===== config.mk =====
export PLATFORM = sky130hd
export DESIGN_NAME = rtc_evt_alarm_unit
export DESIGN_NICKNAME = d
export VERILOG_FILES = /design/src/rtl/rtc_evt_pkg.sv /design/src/rtl/rtc_bcd_range.sv /design/src/rtl/rtc_time_ok.sv /design/src/rtl/rtc_cal_ok.sv /design/src/rtl/rtc_alarm_cmp.sv /design/src/rtl/rtc_evt_alarm_unit.sv
export SDC_FILE = /design/constraint.sdc
export NUM_CORES = 1
export LEC_CHECK = 0
export ABC_CLOCK_PERIOD_IN_PS = 1400
export BUFFER_PORTS_ARGS = -buffer_cell sky130_fd_sc_hd__buf_2
export CAP_MARGIN = 20
export CORE_ASPECT_RATIO = 1.75
export CORE_MARGIN = 5
export CORE_UTILIZATION = 45
export CTS_BUF_LIST = sky130_fd_sc_hd__clkbuf_4
export DETAILED_ROUTE_END_ITERATION = 8
export GPL_TIMING_DRIVEN = 0
export PLACE_DENSITY = 0.8
export SYNTH_ARGS = -nofsm -noshare
export SYNTH_HDL_FRONTEND = slang
export SYNTH_SLANG_ARGS = --single-unit

===== constraint.sdc =====
create_clock -name clk_i -period 1.4 [get_ports clk_i]
set_input_delay 0.14 -clock clk_i [delete_from_list [all_inputs] [get_ports clk_i]]
set_output_delay 0.14 -clock clk_i [all_outputs]
set_load 0.03 [all_outputs]

===== src/rtl/rtc_evt_pkg.sv =====
package rtc_evt_pkg;
    localparam int DW      = 32;
    localparam int NUM_EV  = 5;
    localparam int NUM_NV  = 4;
    localparam int SEL_W   = 3;

    // status / mask bit positions
    localparam int EV_ACK  = 0;
    localparam int EV_ALM  = 1;
    localparam int EV_SEC  = 2;
    localparam int EV_TIM  = 3;
    localparam int EV_CAL  = 4;

    // alarm field enable bit positions
    localparam int TA_SEC_EN  = 7;
    localparam int TA_MIN_EN  = 15;
    localparam int TA_HR_EN   = 23;
    localparam int CA_MON_EN  = 23;
    localparam int CA_DATE_EN = 31;

    typedef enum logic [SEL_W-1:0] {
        SEL_TALM = 3'd0,
        SEL_CALM = 3'd1,
        SEL_CLR  = 3'd2,
        SEL_IEN  = 3'd3,
        SEL_IDIS = 3'd4
    } wsel_e;

    typedef struct packed {
        logic [DW-1:0]     talm;
        logic [DW-1:0]     calm;
        logic [NUM_EV-1:0] status;
        logic [NUM_EV-1:0] mask;
        logic              prev_match;
        logic [NUM_NV-1:0] nval;
    } evt_state_t;
endpackage


===== src/rtl/rtc_bcd_range.sv =====
module rtc_bcd_range #(
    parameter int            W  = 7,
    parameter logic [W-1:0]  LO = '0,
    parameter logic [W-1:0]  HI = '1
) (
    input  logic [W-1:0] val_i,
    output logic         ok_o
);
    logic digit_ok;

    generate
        if (W >= 4) begin : g_nib
            assign digit_ok = (val_i[3:0] <= 4'd9);
        end else begin : g_bin
            assign digit_ok = 1'b1;
        end
    endgenerate

    assign ok_o = digit_ok && (val_i >= LO) && (val_i <= HI);
endmodule


===== src/rtl/rtc_time_ok.sv =====
module rtc_time_ok
    import rtc_evt_pkg::*;
(
    input  logic [DW-1:0] word_i,
    output logic [2:0]    ok_o      // 0 sec, 1 min, 2 hour
);
    rtc_bcd_range #(.W(7), .LO(7'h00), .HI(7'h59)) u_sec (.val_i(word_i[6:0]),   .ok_o(ok_o[0]));
    rtc_bcd_range #(.W(7), .LO(7'h00), .HI(7'h59)) u_min (.val_i(word_i[14:8]),  .ok_o(ok_o[1]));
    rtc_bcd_range #(.W(6), .LO(6'h00), .HI(6'h23)) u_hr  (.val_i(word_i[21:16]), .ok_o(ok_o[2]));

    logic unused_bits;
    assign unused_bits = ^{word_i[DW-1:22], word_i[15], word_i[7]};
endmodule


===== src/rtl/rtc_cal_ok.sv =====
module rtc_cal_ok
    import rtc_evt_pkg::*;
(
    input  logic [DW-1:0] word_i,
    output logic [4:0]    ok_o      // 0 cent, 1 year, 2 month, 3 weekday, 4 date
);
    rtc_bcd_range #(.W(7), .LO(7'h00), .HI(7'h79)) u_cent (.val_i(word_i[6:0]),   .ok_o(ok_o[0]));
    rtc_bcd_range #(.W(8), .LO(8'h00), .HI(8'h99)) u_year (.val_i(word_i[15:8]),  .ok_o(ok_o[1]));
    rtc_bcd_range #(.W(5), .LO(5'h01), .HI(5'h12)) u_mon  (.val_i(word_i[20:16]), .ok_o(ok_o[2]));
    rtc_bcd_range #(.W(3), .LO(3'd1),  .HI(3'd7))  u_wday (.val_i(word_i[23:21]), .ok_o(ok_o[3]));
    rtc_bcd_range #(.W(6), .LO(6'h01), .HI(6'h31)) u_date (.val_i(word_i[29:24]), .ok_o(ok_o[4]));

    logic unused_bits;
    assign unused_bits = ^{word_i[DW-1:30], word_i[7]};
endmodule


===== src/rtl/rtc_alarm_cmp.sv =====
module rtc_alarm_cmp
    import rtc_evt_pkg::*;
(
    input  logic [DW-1:0] time_i,
    input  logic [DW-1:0] cal_i,
    input  logic [DW-1:0] talm_i,
    input  logic [DW-1:0] calm_i,
    output logic          match_o
);
    logic [4:0] en;
    logic [4:0] eq;

    assign en = {calm_i[CA_DATE_EN], calm_i[CA_MON_EN],
                 talm_i[TA_HR_EN], talm_i[TA_MIN_EN], talm_i[TA_SEC_EN]};
    assign eq = {cal_i[29:24]  == calm_i[29:24],
                 cal_i[20:16]  == calm_i[20:16],
                 time_i[21:16] == talm_i[21:16],
                 time_i[14:8]  == talm_i[14:8],
                 time_i[6:0]   == talm_i[6:0]};

    // at least one enabled field, and every enabled field equal
    assign match_o = (|en) && (&(eq | ~en));

    logic unused_bits;
    assign unused_bits = ^{time_i[DW-1:22], time_i[15], time_i[7],
                           cal_i[DW-1:30], cal_i[23:21], cal_i[15:0],
                           talm_i[DW-1:24], talm_i[22],
                           calm_i[30], calm_i[22:21], calm_i[15:0]};
endmodule


===== src/rtl/rtc_evt_alarm_unit.sv =====
module rtc_evt_alarm_unit
    import rtc_evt_pkg::*;
(
    input  logic              clk_i,
    input  logic              rst_ni,
    input  logic              tick_i,
    input  logic [DW-1:0]     cur_time_i,
    input  logic [DW-1:0]     cur_cal_i,
    input  logic              upd_ack_i,
    input  logic              sec_ev_i,
    input  logic              time_ev_i,
    input  logic              cal_ev_i,
    input  logic              wr_en_i,
    input  logic [SEL_W-1:0]  wr_sel_i,
    input  logic [DW-1:0]     wr_data_i,
    output logic [NUM_EV-1:0] status_o,
    output logic [NUM_EV-1:0] mask_o,
    output logic [NUM_NV-1:0] nvalid_o,
    output logic [DW-1:0]     talm_o,
    output logic [DW-1:0]     calm_o,
    output logic              irq_o
);
    evt_state_t st_d, st_q;

    logic [2:0] t_ok, ta_ok;
    logic [4:0] c_ok, ca_ok;
    logic       match;
    logic [NUM_NV-1:0] nv_now;

    rtc_time_ok   u_tchk  (.word_i(cur_time_i), .ok_o(t_ok));
    rtc_cal_ok    u_cchk  (.word_i(cur_cal_i),  .ok_o(c_ok));
    rtc_time_ok   u_tachk (.word_i(st_q.talm),  .ok_o(ta_ok));
    rtc_cal_ok    u_cachk (.word_i(st_q.calm),  .ok_o(ca_ok));

    rtc_alarm_cmp u_cmp (
        .time_i  (cur_time_i),
        .cal_i   (cur_cal_i),
        .talm_i  (st_q.talm),
        .calm_i  (st_q.calm),
        .match_o (match)
    );

    // only enabled alarm fields take part in the alarm validity report
    assign nv_now[0] = ~&t_ok;
    assign nv_now[1] = ~&c_ok;
    assign nv_now[2] = |({st_q.talm[TA_HR_EN], st_q.talm[TA_MIN_EN], st_q.talm[TA_SEC_EN]} & ~ta_ok);
    assign nv_now[3] = |({st_q.calm[CA_DATE_EN], st_q.calm[CA_MON_EN]} & ~{ca_ok[4], ca_ok[2]});

    logic unused_ok;
    assign unused_ok = ^{ca_ok[3], ca_ok[1], ca_ok[0]};

    always_comb begin
        logic [NUM_EV-1:0] set_v;
        logic [NUM_EV-1:0] clr_v;
        st_d  = st_q;
        set_v = '0;
        clr_v = '0;

        set_v[EV_ACK] = upd_ack_i;
        set_v[EV_ALM] = tick_i && match && !st_q.prev_match;
        set_v[EV_SEC] = sec_ev_i;
        set_v[EV_TIM] = time_ev_i;
        set_v[EV_CAL] = cal_ev_i;

        if (wr_en_i) begin
            case (wsel_e'(wr_sel_i))
                SEL_TALM: st_d.talm = wr_data_i;
                SEL_CALM: st_d.calm = wr_data_i;
                SEL_CLR:  clr_v     = wr_data_i[NUM_EV-1:0];
                SEL_IEN:  st_d.mask = st_q.mask | wr_data_i[NUM_EV-1:0];
                SEL_IDIS: st_d.mask = st_q.mask & ~wr_data_i[NUM_EV-1:0];
                default:  ;
            endcase
        end

        // a set in the same cycle as a clear wins
        st_d.status = (st_q.status & ~clr_v) | set_v;

        if (tick_i) begin
            st_d.prev_match = match;
        end

        st_d.nval = nv_now;
    end

    always_ff @(posedge clk_i or negedge rst_ni) begin
        if (!rst_ni) begin
            st_q <= '0;
        end else begin
            st_q <= st_d;
        end
    end

    assign status_o = st_q.status;
    assign mask_o   = st_q.mask;
    assign nvalid_o = st_q.nval;
    assign talm_o   = st_q.talm;
    assign calm_o   = st_q.calm;
    assign irq_o    = |(st_q.status & st_q.mask);

    logic unused_data;
    assign unused_data = ^wr_data_i[DW-1:NUM_EV];
endmodule


# Word-level counts from Yosys, hierarchy flattened
# Index checks and enable logic that the tools add are counted.
[totals] word_cells=112 register_bits=79 out_inout_bits=79
[op_classes] bitwise_logic=13 reduce_logical=43 mux=3 n_eq_ne=9 n_lt_le_gt_ge=38
[ops] operator="$le 4x4->1 const B" n=12
[ops] operator="$ge 7x1->1 const B" n=5
[ops] operator="$le 7x7->1 const B" n=5
[ops] operator="$logic_and 1x1->1" n=28
[ops] operator="$ge 6x1->1 const B" n=4
[ops] operator="$le 6x6->1 const B" n=4
[ops] operator="$and 5x5->5" n=3
[ops] operator="$not 5->5" n=3
[ops] operator="$or 5x5->5" n=3
[ops] operator="$eq 7x7->1" n=2
[ops] operator="$eq 6x6->1" n=2
[ops] operator="$ge 5x1->1 const B" n=2
[ops] operator="$le 5x5->1 const B" n=2
[ops] operator="$mux 5" n=2
[ops] operator="$pmux 5 s2" n=1
[ops] operator="$reduce_and 5->1" n=2
[ops] operator="$reduce_or 5->1" n=2
[ops] operator="$ge 8x1->1 const B" n=1
[ops] operator="$le 8x8->1 const B" n=1
[ops] operator="$eq 3x2->1 const B" n=2
[ops] operator="$reduce_and 2->1" n=3
[ops] operator="$eq 5x5->1" n=1
[ops] operator="$and 3x3->3" n=1
[ops] operator="$eq 3x1->1 const B" n=1
[ops] operator="other kinds (12)" n=14

# Longest topological paths before layout
[logic_depth] word_depth=7 depth_mapped=5 depth_no_buf=5

# Cells and area by module
# From an unflattened synthesis, not the netlist that was laid out.
[hier_totals] hier_cells=370 hier_area_um2=4479.3
[modules_own_cells] module="rtc_evt_alarm_unit" seq_area_each_um2=1976.9 cells_each=281 n_inst=1 area_per_inst_um2=3796.1
[modules_own_cells] module="rtc_alarm_cmp" seq_area_each_um2=0.0 cells_each=45 n_inst=1 area_per_inst_um2=382.9
[modules_own_cells] module="rtc_bcd_range at u_tachk.u_hr ..." seq_area_each_um2=0.0 cells_each=2 n_inst=6 area_per_inst_um2=16.3
[modules_own_cells] module="rtc_bcd_range at u_cachk.u_date ..." seq_area_each_um2=0.0 cells_each=5 n_inst=2 area_per_inst_um2=37.5
[modules_own_cells] module="rtc_bcd_range at u_cachk.u_mon ..." seq_area_each_um2=0.0 cells_each=6 n_inst=2 area_per_inst_um2=36.3
[modules_own_cells] module="rtc_bcd_range at u_cachk.u_year ..." seq_area_each_um2=0.0 cells_each=3 n_inst=2 area_per_inst_um2=16.3
[modules_own_cells] module="rtc_bcd_range at u_cachk.u_wday ..." seq_area_each_um2=0.0 cells_each=1 n_inst=2 area_per_inst_um2=6.3
[modules_own_cells] module="rtc_bcd_range at u_cachk.u_cent ..." seq_area_each_um2=0.0 cells_each=1 n_inst=2 area_per_inst_um2=5.0

# Worst setup path before layout
# OpenSTA, ideal clock, no wires.
[synth_timing] path_kind="register to register" startpoint="reg st_q, in the netlist talm_o[5]" endpoint="reg st_q, in the netlist status_o[1]" path_buffers=0 setup_ns=0.095 required_time_ns=1.305 slack_ns=0.082 path_stages_with_launch=5 t_arrival_ns=1.222 path_cell_list="dfrtp_1 -> xor2_1 -> o41ai_2 -> nand4_1 -> o31ai_1"
[synth_rtl] element="from (decl)" line="rtc_evt_alarm_unit.sv:23" text="evt_state_t st_d, st_q;"
[synth_rtl] element="from (signal assigned)" line="rtc_evt_alarm_unit.sv:90" text="st_q <= st_d;"

# Final worst setup path
[layout_timing] startpoint="reg st_q, in the netlist status_o[0]" endpoint="out irq_o"
[layout_via] elab_chain_cells=2
[layout_rtl] element="$and 5x5->5" line="rtc_evt_alarm_unit.sv:99" text="assign irq_o = |(st_q.status & st_q.mask);"
[layout_rtl] element="$reduce_or 5->1" line="rtc_evt_alarm_unit.sv:99"
[layout_rtl] element="to (decl)" line="rtc_evt_alarm_unit.sv:21" text="output logic irq_o"
# No other way between the ends.

==> metrics.csv <==
metric,value,unit
Pleak,0.00282,uW
Clock Path Buffers,2,
starting density of the core,0.454,
grt total ovfl,0,
1st-pass router iterations,4,
"commonest non-fill, non-tap cell in the layout",buf_2,
final setup violating endpoints,3,
1st-iter DRT viols,112,
Worst slew margin,0.660,
worst hold path type,input pin to flip-flop,
Final nets,696,
fraction of layout cells with a size suffix above 1,0.598,
Final min period,1.61,ns
final cycle utilization of the critical path,1.15,
Max-Cap Viols,0,
most frequent cells in the layout,"149 x buf_2, 82 x buf_4, 65 x dfrtp_1",
YS warnings,0,
post-layout util,0.646,
# port buffers,164,
Worst Max-Slew Pin Slew,0.508,ns
WP data arrival,1.47,ns
row count,47,
Yosys top cell area share,0.466,
Final Max Tran Viols,0,
Worst Hold Margin,0.0476,ns
synthesis-to-finish area growth,42.4,%
Core Footprint,0.00935,mm2
total CTS buffers,9,
via count,3478,
final hold vios,0,
"CTS clk-pin slew, worst paths",0.14,ns
gp weighted congestion,0.890,
DRC Markers,0,
detail-routed via count per cell,4.86,
first-pass GRT wire length,18800,um
gr usage total,0.205,
post-route ant nets,0,
largest net degree at the start of global routing,53,
Unique masters post-synth,39,
RSZ-0062 raised after global routing,yes,
maximum fanout along the worst path,3,
initial antenna violation count,0,
io pins,186,
top area cells in the synthesized netlist,"dfrtp_1 47%, mux2_2 16%, buf_4 14%, xnor2_1 3.9%, o21ai_0 3.1%",
CTS Sinks,79,
slowest CP cell,dfrtp_1,
drt total wl,11900,um
cells after synthesis,359,
clk_lat worst skew,0.42,ns
Max Fclk,621,MHz
CP max stage delay,0.42,ns
Syn Nets,466,
clock root cell,clkbuf_4,
peak supply drop,0.823,mV
CP Capture Type,output pin,
failing checks,negative setup slack,
synthesized flop and latch total,79,
htree depth,3,
Syn Area/Cell,11.8,um2
TritonCTS clock tree,yes,
register area share after synthesis,0.466,
Post-DP HPWL,8850,um
ordered list of cells on the worst path,a222oi_1 > nand2_1 > buf_6,
pwr dens,1330,mW/mm2
setup tns final,-0.414,ns
n_diodes,0,
Fin Clk Skew,0.0138,ns
die height,138,um
WL/cell,16.6,um
DIE AREA,0.0115,mm2
vias in the first global route,3736,
most area-hungry cell type in the Yosys netlist,dfrtp_1,
Startpoint Class,flip-flop,
WS Path Type,flip-flop to output pin,
Mapped Area,0.00424,mm2
Die X,83.4,um
status,"complete, but fails checks",
final worst slack,-0.210,ns
Critical Path RT,1.26,ns
[worst max-delay path: cells and delay by family (launching register included)]
family,cells,cell delay [ns]
AO/OA/AOI/OAI,1,0.37
flip-flops,1,0.42
buffers and inverters,1,0.16
AND/OR/NAND/NOR,1,0.11
[through the flow]
step	cell area, um2	total power [uW]	instances	setup WS, ns
floorplan	4240	5530	359	0.0822
global placement	5220	6420	645	-0.337
detailed placement	5250	6510	646	-0.226
CTS	5840	7850	706	-0.245
global route	6040	8500	716	-0.293
finish	6040	8050	716	-0.210
[synth_stat cells, drive strengths merged]
cell and count:
o22a 1, a21oi 2, a211o 1, nand2 16
a22oi 2, o211ai 1, or4 3, a222oi 1
mux2 64, nand2b 5, maj3 1, a221oi 1
buf 85, o21a 1, nand3 1, nor2 2
o41ai 2, mux2i 1, a31oi 5, dfrtp 79
o31ai 6, nand3b 1, o22ai 1, xor2 12
nor4bb 1, nand4 8, inv 2, nor4b 1
xnor2 19, a32oi 1, nor3 3, clkbuf 1
o221ai 1, nor4 1, nor2b 1, o21ai 26
[kinds of logic after synthesis]
logic type / count (synthesis) / share of synthesized area
buf+inv: 88 / 0.158
flops: 79 / 0.466
mux: 65 / 0.172
compound gates: 52 / 0.0799
simple gates: 43 / 0.0578
xor+xnor: 31 / 0.0640
fa+ha+maj: 1 / 0.00236
[worst paths after layout]
kind                       depth (start not counted)  slack (ns)      startpoint          end
max                                                3       -0.21     status_o[0]        irq_o
min                                                3        0.05  cur_time_i[17]  nvalid_o[0]
max reg2reg                                        5       -0.14       talm_o[4]  status_o[1]
min reg2reg                                        1        0.48         st_q[4]  status_o[1]
max in group asynchronous                          3        0.61          rst_ni   talm_o[21]
min in group asynchronous                          2        0.17          rst_ni    calm_o[4]
[sequential cells by signal (all words and copies together), names as in the netlist, named ones only]
| register | cells |
|---|---|
| nvalid_o | 4 |
| calm_o | 32 |
| talm_o | 32 |
| status_o | 5 |
| st_q | 1 |
[report_power, final]
part / internal [uW] / switching, uW
sequential: 2760 / 447
clock: 377 / 798
combinational: 1810 / 1860
[repair_timing]
| item | in CTS | in global routing |
|---|---|---|
| gates resized for setup | 16 | 56 |
| cloned | 0 | 0 |
| setup endpoints to repair | 8 | 23 |
| setup buffers | 2 | 20 |
| hold buffers | 42 | 2 |
| pin swaps | 2 | 2 |
| endpoints found under the hold margin | 144 | 2 |
[layer usage]
layer	up-vias	wire [um]	share of wire	track usage
li1	1657	-	-	-
met3	23	793	0.067	0.0571
met4	0	303	0.025	0.0775
met5	-	0	0	0
met1	1635	4160	0.35	0.215
met2	163	6640	0.56	0.383
[area by class of cell]
class / count / area, um2
plain buffers: 75 / 579
flip-flops and latches: 79 / 1990
clock buffers: 10 / 75.1
repair buffers: 230 / 1570
multi-input cells: 192 / 1630
well taps: 122 / 153
fillers: 722 / 3310
inverters: 2 / 7.51
clock inverters: 6 / 36.3
No activity file was read; power rests on OpenSTA's default activity.
